### src/rtl/sysctl_pkg.sv
// Shared constants and the decoded-write type for the key-protected control
// register. Assumes a 32-bit register with the key in the upper half.
package sysctl_pkg;
    localparam int REG_W     = 32;
    localparam int KEY_W     = 16;
    localparam int KEY_LSB   = REG_W - KEY_W;
    localparam logic [KEY_W-1:0] KEY_UNLOCK   = 16'h05FA;
    localparam logic [KEY_W-1:0] KEY_READBACK = 16'hFA05;
    localparam int ENDIAN_POS = 15;
    localparam int GRP_W     = 3;
    localparam int GRP_LSB   = 8;
    localparam int PRIO_W    = 8;
    localparam int RSTREQ_POS = 2;
    localparam int DBG_LSB   = 0;
    localparam int DBG_W     = 2;

    typedef struct packed {
        logic             accept;
        logic [GRP_W-1:0] grp;
        logic             rst_set;
        logic             dbg_hit;
    } wr_cmd_t;
endpackage

### src/rtl/sysctl_keygate.sv
// Decodes one bus cycle into a write command. A write is accepted only when
// sel and wr_en are high and the key field matches the unlock constant.
// Assumes that the reserved bits of the write word carry no meaning.
module sysctl_keygate
    import sysctl_pkg::*;
(
    input  logic             sel,
    input  logic             wr_en,
    input  logic [REG_W-1:0] wdata,
    output wr_cmd_t          cmd
);
    logic unused_bits;
    assign unused_bits = ^{wdata[KEY_LSB-1:GRP_LSB+GRP_W],
                           wdata[GRP_LSB-1:RSTREQ_POS+1]};

    // Key compare and field extraction for the current cycle.
    always_comb begin
        cmd.accept  = sel && wr_en && (wdata[REG_W-1:KEY_LSB] == KEY_UNLOCK);
        cmd.grp     = wdata[GRP_LSB +: GRP_W];
        cmd.rst_set = wdata[RSTREQ_POS];
        cmd.dbg_hit = |wdata[DBG_LSB +: DBG_W];
    end
endmodule

### src/rtl/sysctl_state.sv
// Holds the grouping field, the sticky reset request and the one-cycle
// error flag. Acts only on accepted commands. Synchronous active-low reset.
module sysctl_state
    import sysctl_pkg::*;
(
    input  logic             clk,
    input  logic             rst_n,
    input  wr_cmd_t          cmd,
    output logic [GRP_W-1:0] grp_q,
    output logic             rst_req_q,
    output logic             err_q
);
    // Register update on an accepted write; the reset request only sets.
    always_ff @(posedge clk) begin
        if (!rst_n) begin
            grp_q     <= '0;
            rst_req_q <= 1'b0;
            err_q     <= 1'b0;
        end else begin
            err_q <= cmd.accept && cmd.dbg_hit;
            if (cmd.accept) begin
                grp_q <= cmd.grp;
                if (cmd.rst_set) begin
                    rst_req_q <= 1'b1;
                end
            end
        end
    end

    assert_rstreq_sticky_R5: assert property (@(posedge clk) disable iff (!rst_n)
        rst_req_q |=> rst_req_q);
    assert_grp_hold_R3: assert property (@(posedge clk) disable iff (!rst_n)
        !cmd.accept |=> $stable(grp_q));
    assert_err_pulse_R6: assert property (@(posedge clk) disable iff (!rst_n)
        (cmd.accept && cmd.dbg_hit) |=> err_q);
endmodule

### src/rtl/sysctl_prio_mask.sv
// Expands the grouping field n into a mask: bits above n mark group priority.
// Assumes PRIO_W <= 2**GRP_W.
module sysctl_prio_mask #(
    parameter int GRP_W  = 3,
    parameter int PRIO_W = 8
) (
    input  logic              clk,
    input  logic              rst_n,
    input  logic [GRP_W-1:0]  grp,
    output logic [PRIO_W-1:0] mask
);
    localparam int CW = GRP_W + 1;

    // One comparator per priority bit.
    for (genvar i = 0; i < PRIO_W; i++) begin : g_bit
        assign mask[i] = (CW'(i) > {1'b0, grp});
    end

    assert_mask_width_R7: assert property (@(posedge clk) disable iff (!rst_n)
        $countones(mask) == (PRIO_W - 1 - int'(grp)));
    assert_mask_contig_R7: assert property (@(posedge clk) disable iff (!rst_n)
        $onehot0(mask ^ {mask[PRIO_W-2:0], 1'b0}));
endmodule

### src/rtl/sysctl_readmux.sv
// Builds the read word from the held state. Unused bits read zero.
// Purely combinational, with no side effects.
module sysctl_readmux
    import sysctl_pkg::*;
#(
    parameter logic BIG_ENDIAN = 1'b0
) (
    input  logic             sel,
    input  logic [GRP_W-1:0] grp,
    output logic [REG_W-1:0] rdata
);
    // Field placement of the readback word.
    always_comb begin
        rdata = '0;
        if (sel) begin
            rdata[REG_W-1:KEY_LSB]   = KEY_READBACK;
            rdata[ENDIAN_POS]        = BIG_ENDIAN;
            rdata[GRP_LSB +: GRP_W]  = grp;
        end
    end
endmodule

### src/rtl/sysctl_keyreg.sv
// Top of the key-protected system control register. Wires the key gate,
// the state registers, the mask expander and the read mux together.
// Assumes a single-cycle bus with no wait states.
module sysctl_keyreg
    import sysctl_pkg::*;
#(
    parameter logic BIG_ENDIAN = 1'b0
) (
    input  logic              clk,
    input  logic              rst_n,
    input  logic              sel,
    input  logic              wr_en,
    input  logic [REG_W-1:0]  wdata,
    output logic [REG_W-1:0]  rdata,
    output logic              rst_req,
    output logic              wr_err,
    output logic [PRIO_W-1:0] grp_mask
);
    wr_cmd_t          cmd;
    logic [GRP_W-1:0] grp_q;

    sysctl_keygate u_gate (
        .sel   (sel),
        .wr_en (wr_en),
        .wdata (wdata),
        .cmd   (cmd)
    );

    sysctl_state u_state (
        .clk       (clk),
        .rst_n     (rst_n),
        .cmd       (cmd),
        .grp_q     (grp_q),
        .rst_req_q (rst_req),
        .err_q     (wr_err)
    );

    sysctl_prio_mask #(.GRP_W(GRP_W), .PRIO_W(PRIO_W)) u_mask (
        .clk   (clk),
        .rst_n (rst_n),
        .grp   (grp_q),
        .mask  (grp_mask)
    );

    sysctl_readmux #(.BIG_ENDIAN(BIG_ENDIAN)) u_rd (
        .sel   (sel),
        .grp   (grp_q),
        .rdata (rdata)
    );

    assert_wrong_key_R3: assert property (@(posedge clk) disable iff (!rst_n)
        (sel && wr_en && wdata[REG_W-1:KEY_LSB] != KEY_UNLOCK)
        |=> ($stable(rst_req) && !wr_err && $stable(grp_mask)));
    assert_readback_R8: assert property (@(posedge clk) disable iff (!rst_n)
        sel |-> (rdata[GRP_LSB +: GRP_W] == grp_q));
    assert_idle_zero_R9: assert property (@(posedge clk) disable iff (!rst_n)
        !sel |-> (rdata == '0));
endmodule

### config.mk
export PLATFORM = sky130hd
export DESIGN_NAME = sysctl_keyreg
export DESIGN_NICKNAME = d
export VERILOG_FILES = /design/src/rtl/sysctl_pkg.sv /design/src/rtl/sysctl_keygate.sv /design/src/rtl/sysctl_state.sv /design/src/rtl/sysctl_prio_mask.sv /design/src/rtl/sysctl_readmux.sv /design/src/rtl/sysctl_keyreg.sv
export SDC_FILE = /design/constraint.sdc
export NUM_CORES = 1
export LEC_CHECK = 0
export BUFFER_PORTS_ARGS = -buffer_cell sky130_fd_sc_hd__buf_2
export CORE_ASPECT_RATIO = 0.8
export CORE_MARGIN = 8
export CORE_UTILIZATION = 33
export CTS_BUF_LIST = sky130_fd_sc_hd__clkbuf_8
export CTS_CLUSTER_SIZE = 14
export DETAILED_ROUTE_END_ITERATION = 8
export PLACE_DENSITY = 0.95
export SYNTH_ARGS = -nofsm -noshare
export SYNTH_HDL_FRONTEND = slang
export SYNTH_HIERARCHICAL = 1
export SYNTH_SLANG_ARGS = --single-unit
### constraint.sdc
create_clock -name clk -period 4.6 [get_ports clk]
set_input_delay 0.92 -clock clk [delete_from_list [all_inputs] [get_ports clk]]
set_output_delay 0.92 -clock clk [all_outputs]
set_load 0.01 [all_outputs]
### Yosys cells after proc, flatten, opt, wreduce, memory -nomap -nowiden

Cells that the tools add are included.

| cells by class | value |
|---|---|
| equal/unequal tests | 1 |
| muxes and demuxes | 2 |
| order comparisons | 7 |
| reductions and logical operators | 5 |

Operators with widths:

| kind | number |
|---|---|
| two-way mux 17 bit | 1 |
| == test 16 x 11 -> 1 bit, second input constant | 1 |
| greater-than comparator 3 bit, first input constant | 4 |
| greater-than comparator 2 x 3 -> 1 bit, first input constant | 2 |
| greater-than comparator 1 x 3 -> 1 bit, first input constant | 1 |
| logical AND 1 bit | 3 |
| two-way mux 3 bit | 1 |
| AND reduction 2 bit | 1 |
| OR reduction 2 bit | 1 |

| word-level totals | value |
|---|---|
| flip-flop bits (word level) | 5 |
| bits of input ports | 36 |
| word-level logic and storage cells | 18 |
| output and inout port bits | 42 |

### Logic depth before layout (Yosys ltp)

| logic depth | value |
|---|---|
| depth after elaboration | 3 |
| mapped depth | 6 |
| mapped depth without buffers | 5 |

### Modules after synthesis

The synthesis kept the hierarchy.

By module, submodules not included:

| module | seq. area each (µm²) | cells each | instances | area each (µm²) |
|---|---|---|---|---|
| sysctl_readmux | 0.0 | 33 | 1 | 240.2 |
| sysctl_state | 100.1 | 15 | 1 | 178.9 |
| sysctl_keygate | 0.0 | 11 | 1 | 88.8 |
| sysctl_prio_mask | 0.0 | 9 | 1 | 42.5 |

### Worst setup path after synthesis

Ideal clock, no wire load.

| path | value |
|---|---|
| path kind | input-to-reg |
| from | input port wdata[28] |
| to | register u_state.grp_q[0] |
| required time | 4.484 ns |
| stages on the path | 5 |
| library setup time | 0.116 ns |
| slack | 2.507 ns |
| data arrival time | 1.977 ns |
| path through | or4_1 > nor4_2 > buf_6 > mux2i_1 > nor2b_1 |

RTL lines:

| item | line | text |
|---|---|---|
| start: declaration | sysctl_keyreg.sv:13 | `input logic [REG_W-1:0] wdata,` |
| end signal: assignment | sysctl_state.sv:22 | `grp_q <= cmd.grp;` |
| end: declaration | sysctl_state.sv:9 | `output logic [GRP_W-1:0] grp_q,` |

==> flow_summary_export.csv <==
group,metric,value,unit
status,run_status,"complete, no violations",
floorplan,core_region_area,0.00159,sq mm
routing,routed-wl-met3,165,um
timing,final.setup.tns,0,ns
logic_synthesis,synth_flop_cell,"sky130_fd_sc_hd__dfxtp_1",
floorplan,placementRows,13,
grt,number_of_antenna_violations_at_the_first_check_in_global_routing,0,
logic_synthesis,synth.top_cells.by_count,"sky130_fd_sc_hd__buf_4 (34), sky130_fd_sc_hd__dfxtp_1 (5), sky130_fd_sc_hd__nor2b_1 (4)",
placed_design,placedCellCount,120,
logic_synthesis,synth_cell_types,21,
setup_path,slowest_stage,"sky130_fd_sc_hd__or4_1",
setup_path,critical_path_cell_list,"buf_2 > or4_1 > nor4_2 > mux2i_1 > nor2b_1",
setup_path,worstSetupStartpointType,"primary input",
pwr,register_share_of_total_power,0.295,
timing,worst_slew_margin_rel,0.573,
routing,route.met2.wl,754,um
setup_path,critPathCaptureType,"flop",
setup_path,crit_type,"in2reg",
routing,dr_pass1_iterations,2,
grt,first_global_vias,473,
clock_tree,cts.repair_timing.setup_buffer_count,0,
clock_tree,clock-sinks,5,
finish,multi_input_combinational_cell_area,255,sq um
timing,hold_violation_total_from_the_final_report,0,
finish,layout.filler_cells,173,
clock_tree,worst_skew_pair.late_latency,0.21,ns
pwr,pwr-share-comb,0.184,
logic_synthesis,synthDominantCellAreaShare,0.464,
pwr,relative_contribution_of_the_clock_network_to_total_power,0.521,
clock_tree,post_cts_resize_count,0,
logic_synthesis,synth.top_cells.by_area,"sky130_fd_sc_hd__buf_4 (46%), sky130_fd_sc_hd__dfxtp_1 (18%), sky130_fd_sc_hd__mux2i_1 (5.5%), sky130_fd_sc_hd__nor2b_1 (4.5%), sky130_fd_sc_hd__and2_1 (3.4%)",
pwr,static-leakage-power,0.347,nW
timing,fin_crit_period,2.26,ns
routing,dr.max_layer_used,"met3",
clock_tree,tritoncts,"built",
routing,drc,0,
placed_design,port-buffer-count,45,
timing,finalSetupViolations,0,
timing,number_of_pins_exceeding_their_max_slew_limit_in_the_final_report,0,
finish,post_route_cells_drive_above_1_share,0.500,
setup_path,cp.arrival,2.36,ns
finish,design.final.nets,139,
routing,avgRoutedWirePerCell,11.2,um
pwr,power.ir.vdd_worst,0.0869,mV
floorplan,die_h,52.5,um
grt,pin_count_of_the_biggest_net_entering_global_routing,13,
logic_synthesis,synth_enable_flop_cells,0,
timing,finalHoldWorstSlack,0.481,ns
timing,final_min_period_over_clock_period,0.491,
logic_synthesis,synth-warning-count,6,
pwr,total_switching_power,0.0358,mW
finish,final_instance_count_excl_fillers,124,
setup_path,path_delay_family,"simple AND/OR/NAND/NOR gates",
setup_path,timing.critical_path.required,4.70,ns
grt,overflow,0,
pwr,cell_internal_pwr,0.112,mW
logic_synthesis,postSynthRegisterBits,5,
floorplan,floorplan.initialDensity,0.345,
routing,avgViaCountPerCell,3.59,
finish,seq_area,100,sq um
logic_synthesis,yosysMostFrequentCell,"sky130_fd_sc_hd__buf_4",
finish,antennaDiodeCount,0,
timing,rsz_0062_raised_after_global_routing,"no",
logic_synthesis,postSynthCellCount,68,
placed_design,placement.setup.worst_slack,2.07,ns
worst_hold_path,hold_path_class,"reg2reg",
pwr,fraction_of_power_spent_switching_nets,0.242,
job,drv_cap,0,
clock_tree,post_cts_hold_buffer_count,0,
placed_design,globalplace.congestion,0.650,
placed_design,detailedPlacementHpwl,1300,um
timing,fmaxAchievable,0.442,GHz
routing,met1_length,466,um
finish,area_growth,19.3,%
grt,wire_length_of_the_first_global_routing_pass,2040,um
floorplan,ios,78,
logic_synthesis,synth.avg_cell_area,8.10,sq um
routing,postRouteAntennaNets,0,
routing,drt_iter0_drc,2,
pwr,pwr_density_cell,225,mW/mm^2
clock_tree,clock_tree.buffer_depth,2,
logic_synthesis,synth.yosys.seq_area_share,0.182,
clock_tree,cts_made_buffers,3,
logic_synthesis,synthDominantAreaCellType,"sky130_fd_sc_hd__buf_4",
setup_path,crit_buf_inv,1,
timing,worstMarginPinSlew,0.635,ns
setup_path,critical_path.max_fanout,5,
grt,globalRouteTotalUtil,0.0795,
routing,overall_routed_net_length,1390,um
timing,fin_worst_skew,0,ns
clock_tree,clk_root_buffer_cell,"sky130_fd_sc_hd__clkbuf_8",
floorplan,design.die.area,0.00324,sq mm
timing,postLayoutSetupSlackWorst,2.34,ns
clock_tree,cts.clk_slew.worst_paths,0.04,ns
clock_tree,cts_htree_levels,1,
routing,overall_via_count_from_detail_route,445,
setup_path,worst_path_largest_cell_delay,0.54,ns
floorplan,die_w,61.7,um
logic_synthesis,synth-async-reset-ratio,0,
logic_synthesis,netlist_area,551,sq um
-- state kept, by name, summed over array words and instances, names as in the netlist --
name / cells
u_state/grp_q: 3
u_state/err_q: 1
u_state/rst_req_q: 1
-- final timing paths --
kind                                       start                             end  slack (ns)  cells past startpoint
hold / removal    u_state/rst_req_q$_SDFFE_PN0P_  u_state/rst_req_q$_SDFFE_PN0P_        0.48                      2
hold reg to reg   u_state/rst_req_q$_SDFFE_PN0P_  u_state/rst_req_q$_SDFFE_PN0P_        0.48                      2
setup / recovery                       wdata[28]   u_state/grp_q[0]$_SDFFE_PN0P_        2.34                      5
setup reg to reg   u_state/grp_q[2]$_SDFFE_PN0P_   u_state/grp_q[2]$_SDFFE_PN0P_        3.85                      2
-- power by group through the flow --
stage          Sequential [mW]  Clock, mW  Combinational [mW]
2_1_floorplan           0.0443          0              0.0335
3_3_place_gp            0.0443          0              0.0262
3_5_place_dp            0.0443          0              0.0268
4_1_cts                 0.0436     0.0789              0.0268
5_1_grt                 0.0435     0.0829              0.0302
6_report                0.0436     0.0770              0.0273
-- cell families (layout without fill, tap and decap cells) --
kind of cell           Yosys count  after routing  synth area share
buffers and inverters           36             50             0.491
AND/OR/NAND/NOR                 19             19             0.232
flip-flops                       5              5             0.182
AO/OA/AOI/OAI                    3              3            0.0273
multiplexers                     3              3            0.0545
other                            2             22            0.0136
-- routing by layer --
layer / up-vias / track usage
met2: 29 / 0.149
met5: - / 0
met4: 0 / 0.0264
met1: 184 / 0.0714
met3: 0 / 0.0392
li1: 232 / -
-- worst min-delay path, cell delays in order (launching register included) --
cell and delay (ns):
sky130_fd_sc_hd__dfxtp_1 0.32, sky130_fd_sc_hd__a21oi_1 0.04, sky130_fd_sc_hd__nor2b_1 0.09
-- stage by stage --
| step | area [sq um] | utilization | power (mW) |
|---|---|---|---|
| 4_1_cts | 657 | 0.412 | 0.149 |
| 2_1_floorplan | 626 | - | 0.0777 |
| 5_1_grt | 657 | 0.412 | 0.157 |
| 3_3_place_gp | 612 | 0.384 | 0.0705 |
| 6_report | 657 | 0.412 | 0.148 |
| 3_5_place_dp | 612 | 0.384 | 0.0711 |
-- placed cells by master, fill, tap and decap left out, types with 2 or more instances in the layout --
cell type,count
sky130_fd_sc_hd__a21oi_1,2
sky130_fd_sc_hd__and2_1,3
sky130_fd_sc_hd__buf_2,45
sky130_fd_sc_hd__clkbuf_8,3
sky130_fd_sc_hd__conb_1,22
sky130_fd_sc_hd__dfxtp_1,5
sky130_fd_sc_hd__inv_1,2
sky130_fd_sc_hd__mux2i_1,3
sky130_fd_sc_hd__nand3_1,2
sky130_fd_sc_hd__nor2b_1,4
-- cell type report --
class | count | area share
Clock buffer | 3 | 0.0629
Clock inverter | 1 | 0.00571
Inverter | 1 | 0.00571
Multi-Input combinational cell | 47 | 0.389
Sequential cell | 5 | 0.152
Tap cell | 22 | 0.0419
Timing Repair Buffer | 45 | 0.343
Note: power is estimated with default switching activity, not from simulation.
